[src/rtl/altfe_pkg.sv]
package altfe_pkg;

    localparam logic [7:0]  ESC_BYTE    = 8'h0F;
    localparam logic [7:0]  ENTRY_BYTE  = 8'h3F;
    localparam logic [7:0]  PFX16_BYTE  = 8'h67;
    localparam logic [7:0]  WRAP_OP     = 8'h8D;
    localparam logic [7:0]  WRAP_MODRM  = 8'h84;
    localparam logic [7:0]  WRAP_SIB    = 8'h00;
    localparam int          PAYLOAD_W   = 32;
    localparam int          PAYLOAD_B   = PAYLOAD_W / 8;
    localparam int          IDX_W       = 3;
    localparam logic [PAYLOAD_W-1:0] RET_CODE = '1;

    typedef enum logic {
        MODE_NORMAL = 1'b0,
        MODE_ALT    = 1'b1
    } fe_mode_e;

    typedef struct packed {
        logic [IDX_W-1:0]         idx;
        logic                     is16;
        logic                     bad;
        logic [PAYLOAD_W-9:0]     acc;
    } rec_state_t;

    function automatic logic [IDX_W-1:0] wrap_len(input logic is16);
        return is16 ? IDX_W'(4) : IDX_W'(3);
    endfunction

    function automatic logic [7:0] wrap_byte(input logic is16, input logic [IDX_W-1:0] idx);
        logic [7:0] b;
        if (is16) begin
            case (idx)
                3'd0:    b = PFX16_BYTE;
                3'd1:    b = WRAP_OP;
                3'd2:    b = WRAP_MODRM;
                default: b = WRAP_SIB;
            endcase
        end else begin
            case (idx)
                3'd0:    b = WRAP_OP;
                3'd1:    b = WRAP_MODRM;
                default: b = WRAP_SIB;
            endcase
        end
        return b;
    endfunction

endpackage

[src/rtl/altfe_ctrl_reg.sv]
module altfe_ctrl_reg #(
    parameter int CFG_W  = 8,
    parameter int EN_BIT = 0
) (
    input  logic             clk,
    input  logic             rst,
    input  logic             wr_en,
    input  logic             wr_priv,
    input  logic [CFG_W-1:0] wr_data,
    output logic [CFG_W-1:0] rd_data,
    output logic             alt_en
);

    logic [CFG_W-1:0] reg_q;

    always_ff @(posedge clk) begin
        if (rst) begin
            reg_q <= '0;
        end else if (wr_en && wr_priv) begin
            reg_q <= wr_data;
        end
    end

    assign rd_data = reg_q;
    assign alt_en  = reg_q[EN_BIT];

    assert_unpriv_ignored_R2: assert property (@(posedge clk) disable iff (rst)
        (wr_en && !wr_priv) |=> $stable(rd_data));

    assert_priv_write_lands_R2: assert property (@(posedge clk) disable iff (rst)
        (wr_en && wr_priv) |=> (rd_data == $past(wr_data)));

endmodule

[src/rtl/altfe_normal_path.sv]
module altfe_normal_path
    import altfe_pkg::*;
#(
    parameter int ADDR_W = 32
) (
    input  logic              clk,
    input  logic              rst,
    input  logic              active,
    input  logic              alt_en,
    input  logic [ADDR_W-1:0] eax_val,
    input  logic              in_valid,
    input  logic [7:0]        in_byte,
    output logic              in_ready,
    output logic              out_valid,
    output logic [7:0]        out_byte,
    input  logic              out_ready,
    output logic              enter_req,
    output logic              redir_valid,
    output logic [ADDR_W-1:0] redir_addr,
    output logic              exc_invalid
);

    logic       pend_q;
    logic       can_load;
    logic       load;
    logic [7:0] load_byte;
    logic       set_pend;
    logic       clr_pend;
    logic       hit;
    logic       inval;

    assign can_load = !out_valid || out_ready;

    always_comb begin
        in_ready  = 1'b0;
        load      = 1'b0;
        load_byte = in_byte;
        set_pend  = 1'b0;
        clr_pend  = 1'b0;
        hit       = 1'b0;
        if (active) begin
            if (pend_q) begin
                if (in_byte == ENTRY_BYTE) begin
                    in_ready = 1'b1;
                    hit      = in_valid;
                    clr_pend = in_valid;
                end else if (in_valid && can_load) begin
                    load      = 1'b1;
                    load_byte = ESC_BYTE;
                    clr_pend  = 1'b1;
                end
            end else if (in_byte == ESC_BYTE) begin
                in_ready = 1'b1;
                set_pend = in_valid;
            end else begin
                in_ready = can_load;
                load     = in_valid && can_load;
            end
        end
    end

    assign enter_req = hit && alt_en;
    assign inval     = hit && !alt_en;

    always_ff @(posedge clk) begin
        if (rst) begin
            out_valid   <= 1'b0;
            out_byte    <= '0;
            pend_q      <= 1'b0;
            redir_valid <= 1'b0;
            redir_addr  <= '0;
            exc_invalid <= 1'b0;
        end else begin
            if (load) begin
                out_valid <= 1'b1;
                out_byte  <= load_byte;
            end else if (out_ready) begin
                out_valid <= 1'b0;
            end
            if (!active || clr_pend) begin
                pend_q <= 1'b0;
            end else if (set_pend) begin
                pend_q <= 1'b1;
            end
            redir_valid <= enter_req;
            if (enter_req) begin
                redir_addr <= eax_val;
            end
            exc_invalid <= inval;
        end
    end

    assert_out_hold_R3: assert property (@(posedge clk) disable iff (rst)
        (out_valid && !out_ready) |=> (out_valid && $stable(out_byte)));

    assert_exc_excl_R5: assert property (@(posedge clk) disable iff (rst)
        !(redir_valid && exc_invalid));

    assert_exc_needs_clear_en_R5: assert property (@(posedge clk) disable iff (rst)
        exc_invalid |-> !$past(alt_en));

    assert_redir_needs_en_R6: assert property (@(posedge clk) disable iff (rst)
        redir_valid |-> $past(alt_en));

endmodule

[src/rtl/altfe_alt_parser.sv]
module altfe_alt_parser
    import altfe_pkg::*;
(
    input  logic                 clk,
    input  logic                 rst,
    input  logic                 active,
    input  logic                 cs_is16,
    input  logic                 in_valid,
    input  logic [7:0]           in_byte,
    output logic                 in_ready,
    output logic                 alt_valid,
    output logic [PAYLOAD_W-1:0] alt_insn,
    input  logic                 alt_ready,
    output logic                 exc_malformed,
    output logic                 exit_req
);

    rec_state_t           st_q;
    logic                 cur16;
    logic [IDX_W-1:0]     wlen;
    logic                 last;
    logic                 in_wrap;
    logic                 mism;
    logic                 bad_eff;
    logic                 take;
    logic                 done_ok;
    logic                 emit;
    logic                 mal;
    logic [PAYLOAD_W-1:0] payload;

    assign cur16    = (st_q.idx == '0) ? cs_is16 : st_q.is16;
    assign wlen     = wrap_len(cur16);
    assign last     = (st_q.idx == (wlen + IDX_W'(PAYLOAD_B - 1)));
    assign in_wrap  = (st_q.idx < wlen);
    assign mism     = in_wrap && (in_byte != wrap_byte(cur16, st_q.idx));
    assign bad_eff  = (st_q.idx == '0) ? 1'b0 : st_q.bad;
    assign in_ready = active && (!alt_valid || alt_ready);
    assign take     = in_valid && in_ready;
    assign payload  = {in_byte, st_q.acc};
    assign mal      = take && mism && !bad_eff;
    assign done_ok  = take && last && !bad_eff;
    assign exit_req = done_ok && (payload == RET_CODE);
    assign emit     = done_ok && (payload != RET_CODE);

    always_ff @(posedge clk) begin
        if (rst || !active) begin
            st_q <= '0;
        end else if (take) begin
            st_q.idx <= last ? '0 : st_q.idx + 1'b1;
            if (st_q.idx == '0) begin
                st_q.is16 <= cs_is16;
            end
            st_q.bad <= bad_eff || mism;
            if (!in_wrap) begin
                st_q.acc <= {in_byte, st_q.acc[PAYLOAD_W-9:8]};
            end
        end
    end

    always_ff @(posedge clk) begin
        if (rst) begin
            alt_valid     <= 1'b0;
            alt_insn      <= '0;
            exc_malformed <= 1'b0;
        end else begin
            if (emit) begin
                alt_valid <= 1'b1;
                alt_insn  <= payload;
            end else if (alt_ready) begin
                alt_valid <= 1'b0;
            end
            exc_malformed <= mal;
        end
    end

    assert_alt_hold_R11: assert property (@(posedge clk) disable iff (rst)
        (alt_valid && !alt_ready) |=> (alt_valid && $stable(alt_insn)));

    assert_no_ret_out_R10: assert property (@(posedge clk) disable iff (rst)
        alt_valid |-> (alt_insn != RET_CODE));

    assert_mal_single_R9: assert property (@(posedge clk) disable iff (rst)
        exc_malformed |=> !exc_malformed);

    assert_mal_in_alt_R9: assert property (@(posedge clk) disable iff (rst)
        exc_malformed |-> $past(active));

endmodule

[src/rtl/altmode_frontend.sv]
module altmode_frontend
    import altfe_pkg::*;
#(
    parameter int CFG_W  = 8,
    parameter int EN_BIT = 0,
    parameter int ADDR_W = 32
) (
    input  logic                 clk,
    input  logic                 rst,
    input  logic                 cfg_wr_en,
    input  logic                 cfg_wr_priv,
    input  logic [CFG_W-1:0]     cfg_wr_data,
    output logic [CFG_W-1:0]     cfg_rd_data,
    input  logic                 cs_is16,
    input  logic [ADDR_W-1:0]    eax_val,
    input  logic                 in_valid,
    input  logic [7:0]           in_byte,
    output logic                 in_ready,
    output logic                 out_valid,
    output logic [7:0]           out_byte,
    input  logic                 out_ready,
    output logic                 alt_valid,
    output logic [PAYLOAD_W-1:0] alt_insn,
    input  logic                 alt_ready,
    output logic                 redir_valid,
    output logic [ADDR_W-1:0]    redir_addr,
    output logic                 exc_invalid,
    output logic                 exc_malformed,
    output logic                 alt_mode
);

    fe_mode_e mode_q;
    logic     alt_en;
    logic     np_ready;
    logic     ap_ready;
    logic     enter_req;
    logic     exit_req;
    logic     is_normal;

    assign is_normal = (mode_q == MODE_NORMAL);

    altfe_ctrl_reg #(
        .CFG_W  (CFG_W),
        .EN_BIT (EN_BIT)
    ) u_ctrl (
        .clk     (clk),
        .rst     (rst),
        .wr_en   (cfg_wr_en),
        .wr_priv (cfg_wr_priv),
        .wr_data (cfg_wr_data),
        .rd_data (cfg_rd_data),
        .alt_en  (alt_en)
    );

    altfe_normal_path #(
        .ADDR_W (ADDR_W)
    ) u_norm (
        .clk         (clk),
        .rst         (rst),
        .active      (is_normal),
        .alt_en      (alt_en),
        .eax_val     (eax_val),
        .in_valid    (in_valid),
        .in_byte     (in_byte),
        .in_ready    (np_ready),
        .out_valid   (out_valid),
        .out_byte    (out_byte),
        .out_ready   (out_ready),
        .enter_req   (enter_req),
        .redir_valid (redir_valid),
        .redir_addr  (redir_addr),
        .exc_invalid (exc_invalid)
    );

    altfe_alt_parser u_alt (
        .clk           (clk),
        .rst           (rst),
        .active        (!is_normal),
        .cs_is16       (cs_is16),
        .in_valid      (in_valid),
        .in_byte       (in_byte),
        .in_ready      (ap_ready),
        .alt_valid     (alt_valid),
        .alt_insn      (alt_insn),
        .alt_ready     (alt_ready),
        .exc_malformed (exc_malformed),
        .exit_req      (exit_req)
    );

    assign in_ready = is_normal ? np_ready : ap_ready;
    assign alt_mode = !is_normal;

    always_ff @(posedge clk) begin
        if (rst) begin
            mode_q <= MODE_NORMAL;
        end else if (enter_req) begin
            mode_q <= MODE_ALT;
        end else if (exit_req) begin
            mode_q <= MODE_NORMAL;
        end
    end

    assert_mode_rise_redir_R6: assert property (@(posedge clk) disable iff (rst)
        $rose(alt_mode) |-> redir_valid);

    assert_no_fwd_in_alt_R7: assert property (@(posedge clk) disable iff (rst)
        (alt_mode && $past(alt_mode) && $past(out_valid && out_ready)) |-> !out_valid);

endmodule

[config.mk]
export PLATFORM = sky130hd
export DESIGN_NAME = altmode_frontend
export DESIGN_NICKNAME = d
export VERILOG_FILES = /design/src/rtl/altfe_pkg.sv /design/src/rtl/altfe_ctrl_reg.sv /design/src/rtl/altfe_normal_path.sv /design/src/rtl/altfe_alt_parser.sv /design/src/rtl/altmode_frontend.sv
export SDC_FILE = /design/constraint.sdc
export NUM_CORES = 1
export LEC_CHECK = 0
export BUFFER_PORTS_ARGS = -buffer_cell sky130_fd_sc_hd__buf_2
export CORE_UTILIZATION = 30
export DETAILED_ROUTE_END_ITERATION = 6
export SLEW_MARGIN = 20
export SYNTH_ARGS = -nofsm -noshare
export SYNTH_HDL_FRONTEND = slang
export SYNTH_SLANG_ARGS = --single-unit
[constraint.sdc]
create_clock -name clk -period 3.6 [get_ports clk]
set_input_delay 0.72 -clock clk [delete_from_list [all_inputs] [get_ports clk]]
set_output_delay 0.72 -clock clk [all_outputs]
set_load 0.01 [all_outputs]
==> results.json <==
{
  "cts_hold_buffers": 0,
  "synthesis.nets": 578,
  "timing.setup.tns_ns": 0,
  "placement.io_buffers": 142,
  "io-pin-count": 143,
  "crit_arrival_ns": 3.39,
  "async_reset_ff_share_pct": 0,
  "clkTransAtPathRegs_ns": 0.05,
  "gpl.final_weighted_congestion": 0.813,
  "fp.dieArea_um2": 16100,
  "startpoint_type": "flop",
  "routed_wire_length_um": 12100,
  "cts.path.max_buffers": 2,
  "required_time_of_the_critical_path_ns": 3.86,
  "antenna_violations_before_repair": 0,
  "final_util_pct": 40.3,
  "timing.critical_path.fanout_max": 20,
  "timing.critical_path.to_type": "flop",
  "post_cts.resized_instances": 0,
  "most_frequent_cells_in_the_layout": "sky130_fd_sc_hd__buf_2, sky130_fd_sc_hd__dfxtp_1, sky130_fd_sc_hd__nor2_1",
  "timing.slew.headroom_pct": 37.8,
  "synthFlopType": "sky130_fd_sc_hd__dfxtp_1",
  "skew_ns": 0.00592,
  "grt_setup_unrepaired": "false",
  "num-fill-cells": 1528,
  "clkSinkCount": 116,
  "clk_latency_ns": 0.41,
  "max_cap_violations": 0,
  "ir_worst_vdd_mv": 0.312,
  "cts-htree-levels": 4,
  "grt_start_max_net_pins": 88,
  "die_height_um": 127,
  "grt_pass1_vias": 3781,
  "timing_worst_slew_pin_value_ns": 0.933,
  "postCtsSetupBuffers": 0,
  "min_period_over_period_pct": 86.9,
  "ant_nets": 0,
  "initialDrtViolationCount": 142,
  "nNetsFinal": 711,
  "wl_per_cell_um": 14.2,
  "min_path_type": "reg2reg",
  "synthesis.yosys.warnings": 0,
  "synth_top_area_cells": "sky130_fd_sc_hd__dfxtp_1, sky130_fd_sc_hd__mux2i_1, sky130_fd_sc_hd__nor2_1, sky130_fd_sc_hd__nand2_1, sky130_fd_sc_hd__a21oi_1",
  "placeableCoreArea_um2": 15200,
  "setup-violations-final": 0,
  "final_common_cell": "sky130_fd_sc_hd__buf_2",
  "routed-via-count": 4020,
  "yosysTopAreaCellShare_pct": 49.5,
  "grt_remaining_overflow": 0,
  "dp_hpwl_um": 8500,
  "synth.largest_area_cell": "sky130_fd_sc_hd__dfxtp_1",
  "numCtsBuffers": 17,
  "antenna-diode-count": 0,
  "slew_viol_final": 0,
  "detailedRoute.firstPassIterationCount": 6,
  "die_width_um": 127,
  "syn-cell-area_um2": 4690,
  "avgSynthCellArea_um2": 9.10,
  "effective_utilization_at_floorplan_pct": 30.8,
  "clock_tree.root_cell": "sky130_fd_sc_hd__clkbuf_16",
  "grt_util_all_layers_pct": 15.4,
  "reg2reg_setup_slack_ns": 0.47,
  "final_hold_viol_count": 0,
  "finalCriticalPeriod_ns": 3.13,
  "max_freq_mhz": 320,
  "power.static_leakage_nw": 2.46,
  "yosys_register_bits": 116,
  "wire_length_of_the_first_global_routing_pass_um": 19300,
  "power-per-cell-area_nw_per_um2": 525,
  "yosys.cell_types.count": 51,
  "placement_rows": 45,
  "area_growth_syn_to_layout_pct": 30.8,
  "drive_gt1_share_pct": 29.3,
  "cts_tree": "done",
  "outcome": "completed",
  "avgViaCountPerCell": 4.73,
  "timing_worst_setup_path_type": "reg2reg",
  "synth_enable_flop_cells": 0,
  "remaining_drc_errors": 0,
  "synth-seq-area-share_pct": 49.5,
  "synth_cells": 515
}
## synthesized netlist by cell type (2+ instances only)
cell and count:
sky130_fd_sc_hd__buf_6 5, sky130_fd_sc_hd__o21ai_1 3, sky130_fd_sc_hd__nor3_2 3, sky130_fd_sc_hd__buf_2 5, sky130_fd_sc_hd__nand4_1 8, sky130_fd_sc_hd__nor3_1 5
sky130_fd_sc_hd__inv_1 7, sky130_fd_sc_hd__ha_1 7, sky130_fd_sc_hd__nand3b_1 2, sky130_fd_sc_hd__mux2i_1 57, sky130_fd_sc_hd__buf_4 5, sky130_fd_sc_hd__nand3_1 12
sky130_fd_sc_hd__a211oi_1 2, sky130_fd_sc_hd__a22oi_1 5, sky130_fd_sc_hd__nor4_1 2, sky130_fd_sc_hd__dfxtp_1 116, sky130_fd_sc_hd__or3_1 3, sky130_fd_sc_hd__nor2b_1 8
sky130_fd_sc_hd__a21oi_1 49, sky130_fd_sc_hd__clkbuf_1 21, sky130_fd_sc_hd__nand2b_1 7, sky130_fd_sc_hd__and3_1 2, sky130_fd_sc_hd__nand2_1 75, sky130_fd_sc_hd__o21ai_0 3
sky130_fd_sc_hd__nor2_1 77
## worst max-delay path: stages, from the launching register on
cell,delay (ns)
sky130_fd_sc_hd__dfxtp_1,0.44
sky130_fd_sc_hd__inv_1,0.10
sky130_fd_sc_hd__ha_1,0.29
sky130_fd_sc_hd__nand3b_1,0.16
sky130_fd_sc_hd__a21boi_0,0.45
sky130_fd_sc_hd__ha_1,0.32
sky130_fd_sc_hd__inv_1,0.07
sky130_fd_sc_hd__nand3_1,0.16
sky130_fd_sc_hd__a2111oi_4,0.26
sky130_fd_sc_hd__buf_4,0.42
sky130_fd_sc_hd__mux2i_1,0.24
sky130_fd_sc_hd__nor2_1,0.05
## routing by layer
metal | part of all wire [%] | global-route usage [%] | vias up | wire [um]
met4 | 1.1 | 6.16 | 0 | 138
met1 | 45 | 18.6 | 1867 | 5430
met2 | 47 | 24.8 | 117 | 5720
met3 | 6.4 | 5.86 | 12 | 773
met5 | 0 | 0 | - | 0
li1 | - | - | 2024 | -
## final cells by class
class	count	area (um2)	area share, %
clock inverters	12	178	2.90
clock buffers	20	457	7.45
flip-flops and latches	116	2320	37.9
repair buffers	150	771	12.6
inverters	8	30.0	0.490
well taps	188	235	3.84
multi-input cells	355	2140	34.9
## stage by stage
stage	power (mW)	cell area, um2	hold slack (ns)	setup slack, ns	cells
finish	3.22	6130	0.449	0.472	849
global route	3.33	6130	0.472	0.143	849
CTS	3.26	6130	0.450	0.490	849
detailed placement	1.45	5500	0.443	0.483	817
global placement	1.45	5500	0.440	0.644	817
floorplan	1.39	4690	0.457	0.765	515
## cell families after synthesis
kind of cell | count (synthesis) | synth area share [%]
AOI/OAI and AO/OA | 77 | 10.3
xor gates and xnor gates | 1 | 0.187
adders and majority gates | 7 | 1.87
buffers and inverters | 44 | 4.86
DFF | 116 | 49.5
muxes | 57 | 12.2
and+or+nand+nor | 213 | 21.1
## flip-flops by register name, summed over array words and instances (netlist names)
| signal | count |
|---|---|
| alt_mode | 1 |
| u_alt.alt_insn | 32 |
| u_alt.alt_valid | 1 |
| u_alt.exc_malformed | 1 |
| u_alt.payload | 24 |
| u_alt.st_q | 5 |
| u_ctrl.rd_data | 8 |
| u_norm.exc_invalid | 1 |
| u_norm.out_byte | 8 |
| u_norm.out_valid | 1 |
| u_norm.pend_q | 1 |
| u_norm.redir_addr | 32 |
| u_norm.redir_valid | 1 |
## final timing paths
kind / cells after the start / to / from
setup reg to reg: 11 / u_alt.alt_insn[18] / u_alt.st_q[27]
hold / removal: 2 / u_norm.redir_addr[19] / u_norm.redir_addr[19]
hold reg to reg: 2 / u_norm.redir_addr[19] / u_norm.redir_addr[19]
setup / recovery: 11 / u_alt.alt_insn[18] / u_alt.st_q[27]
## power by group
part | leakage, nW | switching (mW) | internal (mW) | total, mW
Sequential | 0.937 | 0.00611 | 1.30 | 1.30
Clock | 0.299 | 0.600 | 1.19 | 1.79
Combinational | 1.22 | 0.0720 | 0.0483 | 0.120
No activity file was read; power rests on OpenSTA's default activity.
